File: src/rtl/pwm10_pkg.sv
package pwm10_pkg;

    typedef enum logic [1:0] {
        ST_OFF  = 2'd0,
        ST_HIGH = 2'd1,
        ST_LOW  = 2'd2
    } pwm_state_e;

    localparam logic [1:0] ADDR_CTRL   = 2'd0;
    localparam logic [1:0] ADDR_PERIOD = 2'd1;
    localparam logic [1:0] ADDR_DUTY   = 2'd2;

    // Prescale select to log2 of clocks per sub-step: 00 -> 0, 01 -> 2, 1x -> 4
    function automatic logic [2:0] ps_log2(input logic [1:0] sel);
        logic [2:0] r;
        unique case (sel)
            2'b00:   r = 3'd0;
            2'b01:   r = 3'd2;
            default: r = 3'd4;
        endcase
        return r;
    endfunction

endpackage

File: src/rtl/pwm10_regs.sv
module pwm10_regs
    import pwm10_pkg::*;
#(
    parameter int CNT_W = 8,
    parameter int SUB_W = 2
) (
    input  logic                   clk,
    input  logic                   rst,
    input  logic                   wr_en,
    input  logic [1:0]             wr_addr,
    input  logic [CNT_W-1:0]       wr_data,
    output logic                   en,
    output logic [1:0]             ps_sel,
    output logic [CNT_W-1:0]       period,
    output logic [CNT_W+SUB_W-1:0] duty_buf
);
    localparam int EN_BIT = 2 + SUB_W;
    localparam int CTL_W  = EN_BIT + 1;

    logic [CTL_W-1:0] ctrl_q;
    logic [CNT_W-1:0] period_q;
    logic [CNT_W-1:0] duty_hi_q;

    always_ff @(posedge clk) begin
        if (rst) begin
            ctrl_q    <= '0;
            period_q  <= '0;
            duty_hi_q <= '0;
        end else if (wr_en) begin
            unique case (wr_addr)
                ADDR_CTRL:   ctrl_q    <= wr_data[CTL_W-1:0];
                ADDR_PERIOD: period_q  <= wr_data;
                ADDR_DUTY:   duty_hi_q <= wr_data;
                default:     ;
            endcase
        end
    end

    assign en       = ctrl_q[EN_BIT];
    assign ps_sel   = ctrl_q[1:0];
    assign period   = period_q;
    assign duty_buf = {duty_hi_q, ctrl_q[2 +: SUB_W]};

    // the unused address must leave every register untouched
    assert_unused_addr_R9: assert property (@(posedge clk) disable iff (rst)
        (wr_en && wr_addr == 2'd3) |=> ($stable(period) && $stable(duty_buf) && $stable(en)));

endmodule

File: src/rtl/pwm10_timebase.sv
module pwm10_timebase
    import pwm10_pkg::*;
#(
    parameter int CNT_W      = 8,
    parameter int SUB_W      = 2,
    parameter int PS_MAX_LOG = 4
) (
    input  logic                   clk,
    input  logic                   rst,
    input  logic                   run,
    input  logic [1:0]             ps_sel,
    input  logic [CNT_W-1:0]       period,
    output logic [CNT_W+SUB_W-1:0] tb,
    output logic [CNT_W+SUB_W-1:0] tb_next,
    output logic                   period_end
);
    localparam int FINE_W = SUB_W + PS_MAX_LOG;
    localparam int TB_W   = CNT_W + SUB_W;

    logic [FINE_W-1:0] fine_q;
    logic [CNT_W-1:0]  cnt_q;
    logic [2:0]        shift;
    logic [FINE_W:0]   span;
    logic [FINE_W-1:0] lim;
    logic [FINE_W-1:0] fine_inc;
    logic [FINE_W-1:0] cur_sh;
    logic [FINE_W-1:0] inc_sh;
    logic [SUB_W-1:0]  sub_cur;
    logic [SUB_W-1:0]  sub_nxt;
    logic              fine_wrap;

    always_comb begin
        shift     = ps_log2(ps_sel);
        span      = (FINE_W+1)'(1) << (SUB_W + int'(shift));
        lim       = FINE_W'(span - 1'b1);
        fine_inc  = fine_q + 1'b1;
        cur_sh    = fine_q >> shift;
        inc_sh    = fine_inc >> shift;
        sub_cur   = cur_sh[SUB_W-1:0];
        sub_nxt   = inc_sh[SUB_W-1:0];
        fine_wrap = (fine_q >= lim);
    end

    assign period_end = run && fine_wrap && (cnt_q >= period);
    assign tb         = {cnt_q, sub_cur};

    always_comb begin
        if (!run || period_end) begin
            tb_next = '0;
        end else if (fine_wrap) begin
            tb_next = {CNT_W'(cnt_q + 1'b1), SUB_W'(0)};
        end else begin
            tb_next = {cnt_q, sub_nxt};
        end
    end

    always_ff @(posedge clk) begin
        if (rst || !run) begin
            fine_q <= '0;
            cnt_q  <= '0;
        end else if (fine_wrap) begin
            fine_q <= '0;
            cnt_q  <= period_end ? '0 : CNT_W'(cnt_q + 1'b1);
        end else begin
            fine_q <= fine_inc;
        end
    end

    // the step counter only moves when the sub-step count returns to zero
    assert_sub_zero_on_step_R2: assert property (@(posedge clk) disable iff (rst)
        !$stable(cnt_q) |-> (sub_cur == '0));

    // the time base never holds a value past its width while idle
    assert_idle_zero_R2: assert property (@(posedge clk) disable iff (rst)
        !run |=> (tb == TB_W'(0)) || run);

endmodule

File: src/rtl/pwm10_fsm.sv
module pwm10_fsm
    import pwm10_pkg::*;
#(
    parameter int TB_W = 10
) (
    input  logic            clk,
    input  logic            rst,
    input  logic            en,
    input  logic [TB_W-1:0] duty_buf,
    input  logic [TB_W-1:0] tb,
    input  logic [TB_W-1:0] tb_next,
    input  logic            period_end,
    output logic            run,
    output logic            pwm_q
);
    pwm_state_e      state_q, state_d;
    logic [TB_W-1:0] shadow_q;
    logic            start;

    assign run   = en && (state_q != ST_OFF);
    assign start = en && ((state_q == ST_OFF) || period_end);

    always_comb begin
        state_d = state_q;
        unique case (state_q)
            ST_OFF: begin
                if (start) state_d = (duty_buf != '0) ? ST_HIGH : ST_LOW;
            end
            ST_HIGH: begin
                if (start)                      state_d = (duty_buf != '0) ? ST_HIGH : ST_LOW;
                else if (tb_next == shadow_q)   state_d = ST_LOW;
            end
            ST_LOW: begin
                if (start) state_d = (duty_buf != '0) ? ST_HIGH : ST_LOW;
            end
            default: state_d = ST_OFF;
        endcase
        if (!en) state_d = ST_OFF;
    end

    always_ff @(posedge clk) begin
        if (rst) begin
            state_q  <= ST_OFF;
            shadow_q <= '0;
        end else begin
            state_q <= state_d;
            if (start) shadow_q <= duty_buf;
        end
    end

    always_comb begin
        pwm_q = (state_q == ST_HIGH);
    end

    assert_off_low_R8: assert property (@(posedge clk) disable iff (rst)
        !en |=> !pwm_q);

    assert_rise_at_start_R7: assert property (@(posedge clk) disable iff (rst)
        $rose(pwm_q) |-> (tb == '0));

    assert_fall_at_match_R3: assert property (@(posedge clk) disable iff (rst)
        ($fell(pwm_q) && state_q != ST_OFF) |-> (tb == shadow_q));

    assert_shadow_hold_R6: assert property (@(posedge clk) disable iff (rst)
        (state_q != ST_OFF && !period_end) |=> $stable(shadow_q));

    assert_zero_low_R4: assert property (@(posedge clk) disable iff (rst)
        (shadow_q == '0) |-> !pwm_q);

endmodule

File: src/rtl/pwm10_gen.sv
module pwm10_gen
    import pwm10_pkg::*;
#(
    parameter int CNT_W      = 8,
    parameter int SUB_W      = 2,
    parameter int PS_MAX_LOG = 4
) (
    input  logic             clk,
    input  logic             rst,
    input  logic             wr_en,
    input  logic [1:0]       wr_addr,
    input  logic [CNT_W-1:0] wr_data,
    output logic             pwm_out
);
    localparam int TB_W = CNT_W + SUB_W;

    logic             en;
    logic [1:0]       ps_sel;
    logic [CNT_W-1:0] period;
    logic [TB_W-1:0]  duty_buf;
    logic [TB_W-1:0]  tb;
    logic [TB_W-1:0]  tb_next;
    logic             period_end;
    logic             run;
    logic             pwm_q;

    pwm10_regs #(.CNT_W(CNT_W), .SUB_W(SUB_W)) u_regs (
        .clk      (clk),
        .rst      (rst),
        .wr_en    (wr_en),
        .wr_addr  (wr_addr),
        .wr_data  (wr_data),
        .en       (en),
        .ps_sel   (ps_sel),
        .period   (period),
        .duty_buf (duty_buf)
    );

    pwm10_timebase #(.CNT_W(CNT_W), .SUB_W(SUB_W), .PS_MAX_LOG(PS_MAX_LOG)) u_tb (
        .clk        (clk),
        .rst        (rst),
        .run        (run),
        .ps_sel     (ps_sel),
        .period     (period),
        .tb         (tb),
        .tb_next    (tb_next),
        .period_end (period_end)
    );

    pwm10_fsm #(.TB_W(TB_W)) u_fsm (
        .clk        (clk),
        .rst        (rst),
        .en         (en),
        .duty_buf   (duty_buf),
        .tb         (tb),
        .tb_next    (tb_next),
        .period_end (period_end),
        .run        (run),
        .pwm_q      (pwm_q)
    );

    assign pwm_out = pwm_q;

    // after reset the output is low
    assert_reset_low_R1: assert property (@(posedge clk)
        rst |=> !pwm_out);

endmodule

File: config.mk
export PLATFORM = sky130hd
export DESIGN_NAME = pwm10_gen
export DESIGN_NICKNAME = d
export VERILOG_FILES = /design/src/rtl/pwm10_pkg.sv /design/src/rtl/pwm10_regs.sv /design/src/rtl/pwm10_timebase.sv /design/src/rtl/pwm10_fsm.sv /design/src/rtl/pwm10_gen.sv
export SDC_FILE = /design/constraint.sdc
export NUM_CORES = 1
export LEC_CHECK = 0
export BUFFER_PORTS_ARGS = -buffer_cell sky130_fd_sc_hd__buf_2
export CORE_ASPECT_RATIO = 0.5
export CORE_MARGIN = 2
export CORE_UTILIZATION = 61
export CTS_CLUSTER_SIZE = 10
export DETAILED_ROUTE_END_ITERATION = 7
export PLACE_DENSITY = 0.8
export SLEW_MARGIN = 20
export SYNTH_ARGS = -nofsm -noshare
export SYNTH_HDL_FRONTEND = slang
export SYNTH_SLANG_ARGS = --single-unit
File: constraint.sdc
create_clock -name clk -period 2.9 [get_ports clk]
set_input_delay 0.145 -clock clk [delete_from_list [all_inputs] [get_ports clk]]
set_output_delay 0.145 -clock clk [all_outputs]
set_load 0.05 [all_outputs]
==> qor.yml, run 1 <==
clocking:
  cts_sinks: 47
  numCtsBuffers: 5
  htreeDepth: 2
  clkTransAtPathRegs_ns: 0.10
  cts_buffer_depth: 2
  cts_hold_buf: 0
  clk_latency_ns: 0.31
  clockRootBuffer: "clkbuf_8"
  cts_tree: "yes"
layout:
  fill_cells: 285
  layout_common_cells: "dfxtp_1, nor2_1, mux2i_1"
  final_nets: 328
  drive_gt1_frac: 0.1694
  diodes: 0
  synthToLayoutAreaGrowth_pct: 11.89
  mostFrequentLayoutCell: "dfxtp_1"
  postLayoutCoreUtil: 0.7313
global_routing:
  grt_max_degree: 30
  gr-total-overflow: 0
  grt_pass1_vias: 2082
  antenna_found_initial: 0
  grt_use_total: 0.2668
  grt_pass1_wl_mm: 10.17
setup_path:
  criticalPathCategory: "flip-flop to flip-flop"
  r2r_setup_slack_ns: 0.05
  cp-end-kind: "flip-flop"
  arrival_ns: 3.10
  cp.required_ns: 3.15
  start_kind: "flip-flop"
  crit_fanout: 7
yosys:
  synth_cells: 280
  muxShareOfSynthArea: 0.1218
  synth_cell_types: 55
  synthAdderAreaFrac: 0.07136
  synth_ff_type: "dfxtp_1"
  synth_compound_area_frac: 0.1365
  synth-async-reset-ratio: 0
  ys_ff_latch: 47
  synth_top_family_by_area: "simple AND/OR/NAND/NOR gates"
  synth_area_um2: 2630
  synth_fp_nets: 308
  yosys.area_share.simple: 0.2103
  yosysSeqAreaShare: 0.3578
  avgSynthCellArea_um2: 9.393
  synth_edf_count: 0
  yosysWarnings: 0
  synthXorXnorAreaFrac: 0.06708
sta:
  slew_headroom: 0.5997
  fmax_mhz: 350.7
  final_hold_viol_count: 0
  timing.hold.ws_ns: 0.07756
  setup_viol: 0
  worstMarginPinSlew_ns: 0.5986
  setup-tns-final_ns: 0
  final_period_minus_worst_setup_slack_ns: 2.852
  fin_worst_skew_ns: 0.006533
  fin_crit_sh: 0.9833
  finalMaxSlewViolations: 0
power:
  p_per_area_nw_per_um2: 402.7
  leakage_uw: 0.001186
  power_uw: 1185
  peakVddDrop_v: 0.0003570
run_status:
  status: "completed"
floorplanning:
  ioPinCount: 14
  fp.dieW_um: 96.86
  die_h_um: 50.43
  core-area_um2: 4024
  rows: 16
  dieArea_um2: 4885
  start_util: 0.6536
route:
  num_vias: 2204
  wl_per_cell_um: 17.23
  post-route-drc-count: 0
  ant_nets: 0
  viasPerCell: 6.208
  wl_mm: 6.115
  dr.pass1.iters: 5
  initialDrtViolationCount: 181
placed_design:
  gp_congestion: 0.8603
  place_hpwl_mm: 4.410
  portBuffers: 13
job:
  maxCapViolations: 0
min_path:
  hp-class: "input pin to flip-flop"
## critical path, stage by stage (launching register included)
cell and delay (ns):
dfxtp_2 0.37, nor2_2 0.15, ha_1 0.28, a21oi_4 0.21
o22ai_4 0.13, nor2_4 0.23, xnor3_1 0.24, or3b_1 0.39
a21oi_2 0.18, o221ai_2 0.13, o31ai_1 0.27, and3_1 0.21
## logic make-up (layout without fill, tap and decap cells)
group / after synthesis / in the layout
flops: 47 / 47
buf+inv: 23 / 43
mux: 32 / 32
xor+xnor: 16 / 16
fa+ha+maj: 15 / 15
compound gates: 42 / 43
simple gates: 105 / 105
## synth_stat cells, drive strengths merged (3+ instances only)
cell | count | area (um^2)
dfxtp | 47 | 940.9
nor2 | 43 | 168.9
mux2i | 32 | 320.3
ha | 15 | 187.7
a21oi | 13 | 80.07
inv | 13 | 48.80
nor3 | 13 | 65.06
o21ai | 8 | 43.79
xnor2 | 8 | 70.07
and3 | 7 | 43.79
clkbuf | 7 | 26.28
nand2 | 7 | 26.28
nor3b | 6 | 45.04
xor2 | 6 | 60.06
nand2b | 5 | 31.28
nor2b | 5 | 31.28
nand3 | 4 | 25.02
nand3b | 4 | 30.03
buf | 3 | 17.52
## what timing repair did
item                                    in CTS  in global routing
setup buffers                                0                  3
endpoints found under the setup margin       0                  2
hold endpoints to repair                     0                  0
gates resized for setup                      0                  9
## where the power goes
part / switching, uW / internal [uW] / leakage [uW]
clock: 246 / 179 / 0.0000467
combinational: 53.8 / 41.3 / 0.000758
sequential: 9.63 / 655 / 0.000381
## worst paths after layout
path	from	end	depth (start not counted)
setup / recovery	u_regs.ctrl_q[0]$_SDFFE_PP0P_	u_fsm.state_q[1]$_SDFFE_PP0P_	11
hold / removal	wr_data[5]	u_regs.duty_hi_q[5]$_SDFFE_PP0P_	3
hold reg to reg	u_regs.period[7]$_SDFFE_PP0P_	u_regs.period[7]$_SDFFE_PP0P_	2
setup reg to reg	u_regs.ctrl_q[0]$_SDFFE_PP0P_	u_fsm.state_q[1]$_SDFFE_PP0P_	11
## flip-flops by register name, indices dropped and copies added (netlist names)
register	flops
u_regs.ctrl_q	5
u_tb.fine_q	6
u_regs.period	8
u_fsm.shadow_q	10
u_tb.cnt_q	8
u_regs.duty_hi_q	8
u_fsm.state_q	2
## through the flow
stage	instance area, um^2	std cells	setup WS, ns
after floorplan	2630	280	0.3373
after detailed placement	2764	343	0.06633
final	2943	355	0.04837
after global placement	2764	343	0.2041
after CTS	2860	351	0.04819
after global routing	2943	355	-0.1017
## routing by layer
| metal | track usage | vias up | part of all wire |
|---|---|---|---|
| li1 | - | 1041 | - |
| met2 | 0.4213 | 102 | 0.44 |
| met1 | 0.3779 | 1038 | 0.47 |
| met5 | 0 | - | 0 |
| met3 | 0.05153 | 23 | 0.068 |
| met4 | 0.07277 | 0 | 0.027 |
## layout make-up
cell class,instances,area (um^2),area share
Inverter,13,48.80,0.01658
Sequential cell,47,945.9,0.3214
Timing Repair Buffer,22,132.6,0.04507
Multi-Input combinational cell,211,1652,0.5612
Clock inverter,3,27.53,0.009354
Clock buffer,5,68.82,0.02338
Tap cell,54,67.56,0.02296
(Power assumes the default switching activity.)
==> inputs of run 2 (changes only) <==
--- a/config.mk
+++ b/config.mk
@@ -8,10 +8,11 @@
 export BUFFER_PORTS_ARGS = -buffer_cell sky130_fd_sc_hd__buf_2
 export CORE_ASPECT_RATIO = 0.5
 export CORE_MARGIN = 2
-export CORE_UTILIZATION = 61
+export CORE_UTILIZATION = 63
+export CTS_BUF_LIST = sky130_fd_sc_hd__clkbuf_2 sky130_fd_sc_hd__clkbuf_4 sky130_fd_sc_hd__clkbuf_8
 export CTS_CLUSTER_SIZE = 10
 export DETAILED_ROUTE_END_ITERATION = 7
-export PLACE_DENSITY = 0.8
+export PLACE_DENSITY = 0.82
 export SLEW_MARGIN = 20
 export SYNTH_ARGS = -nofsm -noshare
 export SYNTH_HDL_FRONTEND = slang
==> run 2 against run 1 <==
Against the previous run:
- routed wire length decreased by 3.9%
- clock skew increased by 0.0030 ns
- global-route usage decreased by 0.25 points
- worst hold slack improved by 0.013 ns
- final cell count decreased by 0.28%
- flip-flop and latch count unchanged
- via count decreased by 3.4%
- critical path type unchanged
- largest cell class unchanged
- highest routed layer unchanged
==> qor.yml, run 2 (synthesis results as in run 1) <==
setup_path:
  reg2reg_depth: 11  # unchanged
  criticalPathCategory: "flip-flop to flip-flop"
  arrival_ns: 2.99  # -0.11 ns
  crit_fanout: 9  # +2
  cp-end-kind: "flip-flop"
  start_kind: "flip-flop"
  cp.required_ns: 3.15  # about the same
sta:
  worstMarginPinSlew_ns: 0.6057  # +0.007055 ns
  setup-tns-final_ns: 0  # unchanged
  final_period_minus_worst_setup_slack_ns: 2.738  # -0.1135 ns
  fmax_mhz: 365.2  # +4.1%
  slew_headroom: 0.5950  # -0.004718
  timing.hold.ws_ns: 0.09044  # +0.01287 ns
  finalMaxSlewViolations: 0  # unchanged
  fin_worst_skew_ns: 0.009510  # +0.002977 ns
  fin_crit_sh: 0.9442  # -0.03914
  final_hold_viol_count: 0  # unchanged
  setup_viol: 0  # unchanged
layout:
  synthToLayoutAreaGrowth_pct: 10.80
  mostFrequentLayoutCell: "dfxtp_1"
  largest_reg_flops: 10  # unchanged
  drive_gt1_frac: 0.1633  # -0.006102
  seqCellArea_um2: 943.4  # -0.26%
  final_nets: 327  # -0.30%
  top_register: "u_fsm.shadow_q"
  layout_common_cells: "dfxtp_1, nor2_1, mux2i_1"
  fill_cells: 289  # +1.4%
  diodes: 0  # unchanged
  multiInputGateArea_um2: 1628  # -1.4%
global_routing:
  grt_max_degree: 29  # -3.3%
  gr-total-overflow: 0  # unchanged
  grt_use_total: 0.2642  # -0.002544
  grt_pass1_wl_mm: 9.604  # -5.6%
  grt_pass1_vias: 1945  # -6.6%
  antenna_found_initial: 0  # unchanged
clocking:
  cts_sinks: 47  # unchanged
  cts_buffer_depth: 2  # unchanged
  htreeDepth: 2  # unchanged
  numCtsBuffers: 5  # unchanged
  clk_latency_ns: 0.30  # about the same
  clockRootBuffer: "clkbuf_8"
  clkTransAtPathRegs_ns: 0.09  # about the same
  cts_tree: "yes"
min_path:
  hold_depth: 3  # unchanged
  hp-class: "input pin to flip-flop"
floorplanning:
  dieArea_um2: 4739  # -3.0%
  ioPinCount: 14  # unchanged
  start_util: 0.6669  # +0.01327
  rows: 16  # unchanged
  core-area_um2: 3944  # -2.0%
  die_h_um: 49.69  # -1.5%
  fp.dieW_um: 95.38  # -1.5%
route:
  ant_nets: 0  # unchanged
  viasPerCell: 6.017  # -3.1%
  num_vias: 2130  # -3.4%
  initialDrtViolationCount: 173  # -4.4%
  wl_per_cell_um: 16.60  # -3.6%
  dr.pass1.iters: 4  # -1
  wl_mm: 5.878  # -3.9%
  post-route-drc-count: 0  # unchanged
placed_design:
  portBuffers: 13  # unchanged
  place_hpwl_mm: 4.345  # -1.5%
  gp_congestion: 0.8764  # +1.9%
job:
  maxCapViolations: 0  # unchanged
power:
  leakage_uw: 0.001185  # about the same
  peakVddDrop_v: 0.0003179  # -11%
  p_per_area_nw_per_um2: 400.6  # -0.50%
  power_uw: 1167  # -1.5%
run_status:
  status: "completed"
## run 2: report_power, final
| part | internal (uW) | switching, uW | leakage [uW] | total (uW) |
|---|---|---|---|---|
| logic | 42.1 | 53.6 | 0.000755 | 95.7 |
| clock network | 183 | 224 | 0.0000488 | 407 |
| registers | 656 | 9.44 | 0.000381 | 665 |
## run 2: per-layer routing
layer | part of all wire | track usage | vias up
li1 | - | - | 1039
met1 | 0.50 | 0.3798 | 1020
met2 | 0.43 | 0.4073 | 61
met3 | 0.058 | 0.06575 | 10
met4 | 0.010 | 0.04762 | 0
met5 | 0 | 0 | -
## run 2: worst paths after layout
check / start / slack [ns] / endpoint
min reg2reg: u_regs.period[5]$_SDFFE_PP0P_ / 0.51 / u_regs.period[5]$_SDFFE_PP0P_
min: wr_data[7] / 0.09 / u_regs.period[7]$_SDFFE_PP0P_
max reg2reg: u_regs.ctrl_q[1]$_SDFFE_PP0P_ / 0.16 / u_fsm.state_q[1]$_SDFFE_PP0P_
max: u_regs.ctrl_q[1]$_SDFFE_PP0P_ / 0.16 / u_fsm.state_q[1]$_SDFFE_PP0P_
## run 2: through the flow
stage                 util  worst slack, ns  instances  instance area [um^2]
global placement    0.7008           0.2026        343                  2764
floorplan                -           0.3373        280                  2630
CTS                 0.7246          0.09794        351                  2858
global route        0.7389         -0.04055        354                  2914
detailed placement  0.7008           0.1036        343                  2764
finish              0.7389           0.1619        354                  2914
## run 2: layout make-up
type                    instances  area share
inverters                      13     0.01675
flip-flops and latches         47      0.3237
repair buffers                 22     0.04551
clock buffers                   6     0.02619
multi-input cells             210      0.5586
clock inverters                 2    0.006011
well taps                      54     0.02319
## run 2: timing repair
| item | in CTS | in global routing |
|---|---|---|
| setup endpoints to repair | 0 | 2 |
| hold buffers | 0 | 0 |
| resized for setup | 0 | 6 |
| buffers inserted | 0 | 3 |
## run 2: worst max-delay path, stage by stage (launching register included)
cell and delay (ns):
dfxtp_2 0.40, inv_1 0.10, ha_1 0.33, nand3_2 0.10, o22ai_4 0.33, o21ai_0 0.24
xnor2_2 0.31, xnor2_1 0.17, nand4_1 0.12, o311a_1 0.18, o31ai_1 0.25, and3_1 0.18
==> inputs of run 3 (changes only) <==
--- a/config.mk
+++ b/config.mk
@@ -7,12 +7,13 @@
 export LEC_CHECK = 0
 export BUFFER_PORTS_ARGS = -buffer_cell sky130_fd_sc_hd__buf_2
 export CORE_ASPECT_RATIO = 0.5
-export CORE_MARGIN = 2
+export CORE_MARGIN = 3
 export CORE_UTILIZATION = 63
 export CTS_BUF_LIST = sky130_fd_sc_hd__clkbuf_2 sky130_fd_sc_hd__clkbuf_4 sky130_fd_sc_hd__clkbuf_8
 export CTS_CLUSTER_SIZE = 10
 export DETAILED_ROUTE_END_ITERATION = 7
 export PLACE_DENSITY = 0.82
+export RECOVER_POWER = 25
 export SLEW_MARGIN = 20
 export SYNTH_ARGS = -nofsm -noshare
 export SYNTH_HDL_FRONTEND = slang
==> run 3 against run 2 <==
Against the previous run:
- first-iteration DRC count fell by 23%
- non-clock buffer count did not move
- clock power rose by 25%
- total power rose by 9.0%
- final area rose by 2.2%
- critical path depth did not move
- register-to-register slack got worse by 0.07 ns
==> qor.yml, run 3 (synthesis results as in run 1) <==
run_status:
  status: "completed"
sta:
  final_hold_viol_count: 0  # unchanged
  final_period_minus_worst_setup_slack_ns: 2.809  # +0.07102 ns
  slew_headroom: 0.6167  # +0.02174
  setup-tns-final_ns: 0  # unchanged
  fin_worst_skew_ns: 0.006369  # -0.003141 ns
  fmax_mhz: 356.0  # -2.5%
  finalMaxSlewViolations: 0  # unchanged
  rsz0062_at_grt: "true"
  setup_viol: 0  # unchanged
  fin_crit_sh: 0.9687  # +0.02449
  worstMarginPinSlew_ns: 0.5732  # -0.03251 ns
clocking:
  clkTransAtPathRegs_ns: 0.10  # about the same
  clockRootBuffer: "clkbuf_8"
  cts_sinks: 47  # unchanged
  htreeDepth: 2  # unchanged
  numCtsBuffers: 5  # unchanged
  clk_latency_ns: 0.31  # about the same
  cts_hold_buf: 0  # unchanged
  cts_buffer_depth: 2  # unchanged
  cts_tree: "yes"
setup_path:
  reg2reg_depth: 11  # unchanged
  crit_slowest_cell: "or3b_4"
  cp.required_ns: 3.10  # -0.05 ns
  start_kind: "flip-flop"
  path_delay_family: "compound AO/OA/AOI/OAI gates"
  path_buf_inv: 0  # -1
  r2r_setup_slack_ns: 0.09  # -0.07 ns
  crit_fanout: 7  # -2
  cp_cell_sequence: "nor2_1, ha_1, a21oi_4, o22ai_4, nor2_4, xnor3_1, or3b_4, a21oi_2, o221ai_2, o31ai_1, a21oi_1"
  crit_path_max_incr_delay_ns: 0.39  # about the same
  cp.depth: 11  # unchanged
  cp-end-kind: "flip-flop"
  reg2reg_from: "u_regs.ctrl_q[1]$_SDFFE_PP0P_"
  r2r-end: "u_fsm.state_q[0]$_SDFFE_PP0P_"
  criticalPathCategory: "flip-flop to flip-flop"
  arrival_ns: 3.01  # +0.02 ns
floorplanning:
  die_h_um: 51.69  # +4.0%
  core-area_um2: 3716  # -5.8%
  ioPinCount: 14  # unchanged
  rows: 15  # -1
  dieArea_um2: 5033  # +6.2%
  start_util: 0.7077  # +0.04087
  fp.dieW_um: 97.38  # +2.1%
layout:
  drive_gt1_frac: 0.1595  # -0.003865
  diodes: 0  # unchanged
  fill_cells: 242  # -16%
  layout_common_cells: "dfxtp_1, nor2_1, mux2i_1"
  mostFrequentLayoutCell: "dfxtp_1"
  stdcell_count: 352  # -0.56%
  synthToLayoutAreaGrowth_pct: 13.23
  seqCellArea_um2: 944.7  # +0.13%
  top_register: "u_fsm.shadow_q"
  largest_reg_flops: 10  # unchanged
  final_nets: 328  # +0.31%
  design_area_um2: 2978  # +2.2%
  multiInputGateArea_um2: 1678  # +3.1%
placed_design:
  place_hpwl_mm: 4.557  # +4.9%
  portBuffers: 13  # unchanged
  dp_cells: 341  # -0.58%
  dpl-instance-area_um2: 2768  # +0.14%
  gp_congestion: 0.9374  # +7.0%
job:
  maxCapViolations: 0  # unchanged
route:
  viasPerCell: 6.335  # +5.3%
  wl_per_cell_um: 18.55  # +12%
  wl_mm: 6.529  # +11%
  post-route-drc-count: 0  # unchanged
  initialDrtViolationCount: 133  # -23%
  num_vias: 2230  # +4.7%
  dr.pass1.iters: 5  # +1
  ant_nets: 0  # unchanged
power:
  peakVddDrop_v: 0.0003905  # +23%
  p_per_area_nw_per_um2: 427.2  # +6.6%
  leakage_uw: 0.001198  # +1.1%
min_path:
  holdCritStartpoint: "wr_data[6]"
  hp-class: "input pin to flip-flop"
  hold_end: "u_regs.duty_hi_q[6]$_SDFFE_PP0P_"
  hold_depth: 3  # unchanged
global_routing:
  grt_use_total: 0.2678  # +0.003569
  grt_pass1_vias: 2189  # +13%
  antenna_found_initial: 0  # unchanged
  gr-total-overflow: 0  # unchanged
  grt_pass1_wl_mm: 10.55  # +9.9%
  grt_max_degree: 29  # unchanged
-- run 3: cell count changes in the layout (fill, tap and decap cells not counted), sizes merged --
| cell | previous run | this run |
|---|---|---|
| clkinv | 2 | 1 |
| clkbuf | 6 | 8 |
| inv | 13 | 14 |
| buf | 22 | 19 |
| o22ai | 2 | 3 |
| bufinv | 0 | 1 |
-- run 3: worst max-delay path by stage --
stage	start	to	slack, ns
floorplan	u_regs.ctrl_q[1]$_SDFFE_PP0P_	u_fsm.state_q[0]$_SDFFE_PP0P_	0.34
CTS	u_regs.ctrl_q[1]$_SDFFE_PP0P_	u_fsm.state_q[0]$_SDFFE_PP0P_	0.08
detailed placement	u_regs.ctrl_q[1]$_SDFFE_PP0P_	u_fsm.state_q[0]$_SDFFE_PP0P_	-0.01
finish	u_regs.ctrl_q[1]$_SDFFE_PP0P_	u_fsm.state_q[0]$_SDFFE_PP0P_	0.09
global placement	u_regs.ctrl_q[1]$_SDFFE_PP0P_	u_fsm.state_q[0]$_SDFFE_PP0P_	0.10
global route	u_regs.ctrl_q[1]$_SDFFE_PP0P_	u_fsm.state_q[0]$_SDFFE_PP0P_	-0.04
-- run 3: stage by stage --
stage          power [uW]  hold slack [ns]  utilization  setup slack [ns]
2_1_floorplan       741.6           0.2837            -            0.3373
3_3_place_gp        767.6           0.3958       0.7448            0.1024
3_5_place_dp        771.3           0.4067       0.7448          -0.01235
4_1_cts              1267          0.08294       0.7785           0.08219
5_1_grt              1313          0.09393       0.8013          -0.03868
6_report             1272          0.08481       0.8013           0.09085
-- run 3: power by group --
group	internal (uW)	total, uW	switching [uW]
clock	262	509	247
combinational	42.8	98.9	56.1
sequential	655	665	9.87
total	959	1270	313
-- run 3: layer usage --
layer / up-vias / track usage / wire length (um)
li1: 1043 / - / -
met1: 1071 / 0.3583 / 2941
met2: 109 / 0.4331 / 2910
met3: 7 / 0.07095 / 628
met4: 0 / 0.07356 / 50
met5: - / 0 / 0
-- run 3: worst register-to-register path, delay by kind of cell (launching register included) --
family	cells	cell delay, ns
AO/OA/AOI/OAI	6	1.02
XOR/XNOR	1	0.26
AND/OR/NAND/NOR	3	0.77
adder cells (fa/ha/maj)	1	0.29
flip-flops	1	0.37
-- run 3: timing repair --
action / CTS / global route
endpoints found under the setup margin: 2 / 2
gates cloned: 0 / 1
buffers inserted: 0 / 2
pin swaps: 0 / 4
resized for setup: 2 / 8
-- run 3: area by class of cell --
class | instances | share of cell area
Multi-Input combinational cell | 211 | 0.5634
Sequential cell | 47 | 0.3172
Timing Repair Buffer | 22 | 0.04244
Clock buffer | 5 | 0.02311
Tap cell | 51 | 0.02143
Inverter | 13 | 0.01639
Clock inverter | 3 | 0.01597
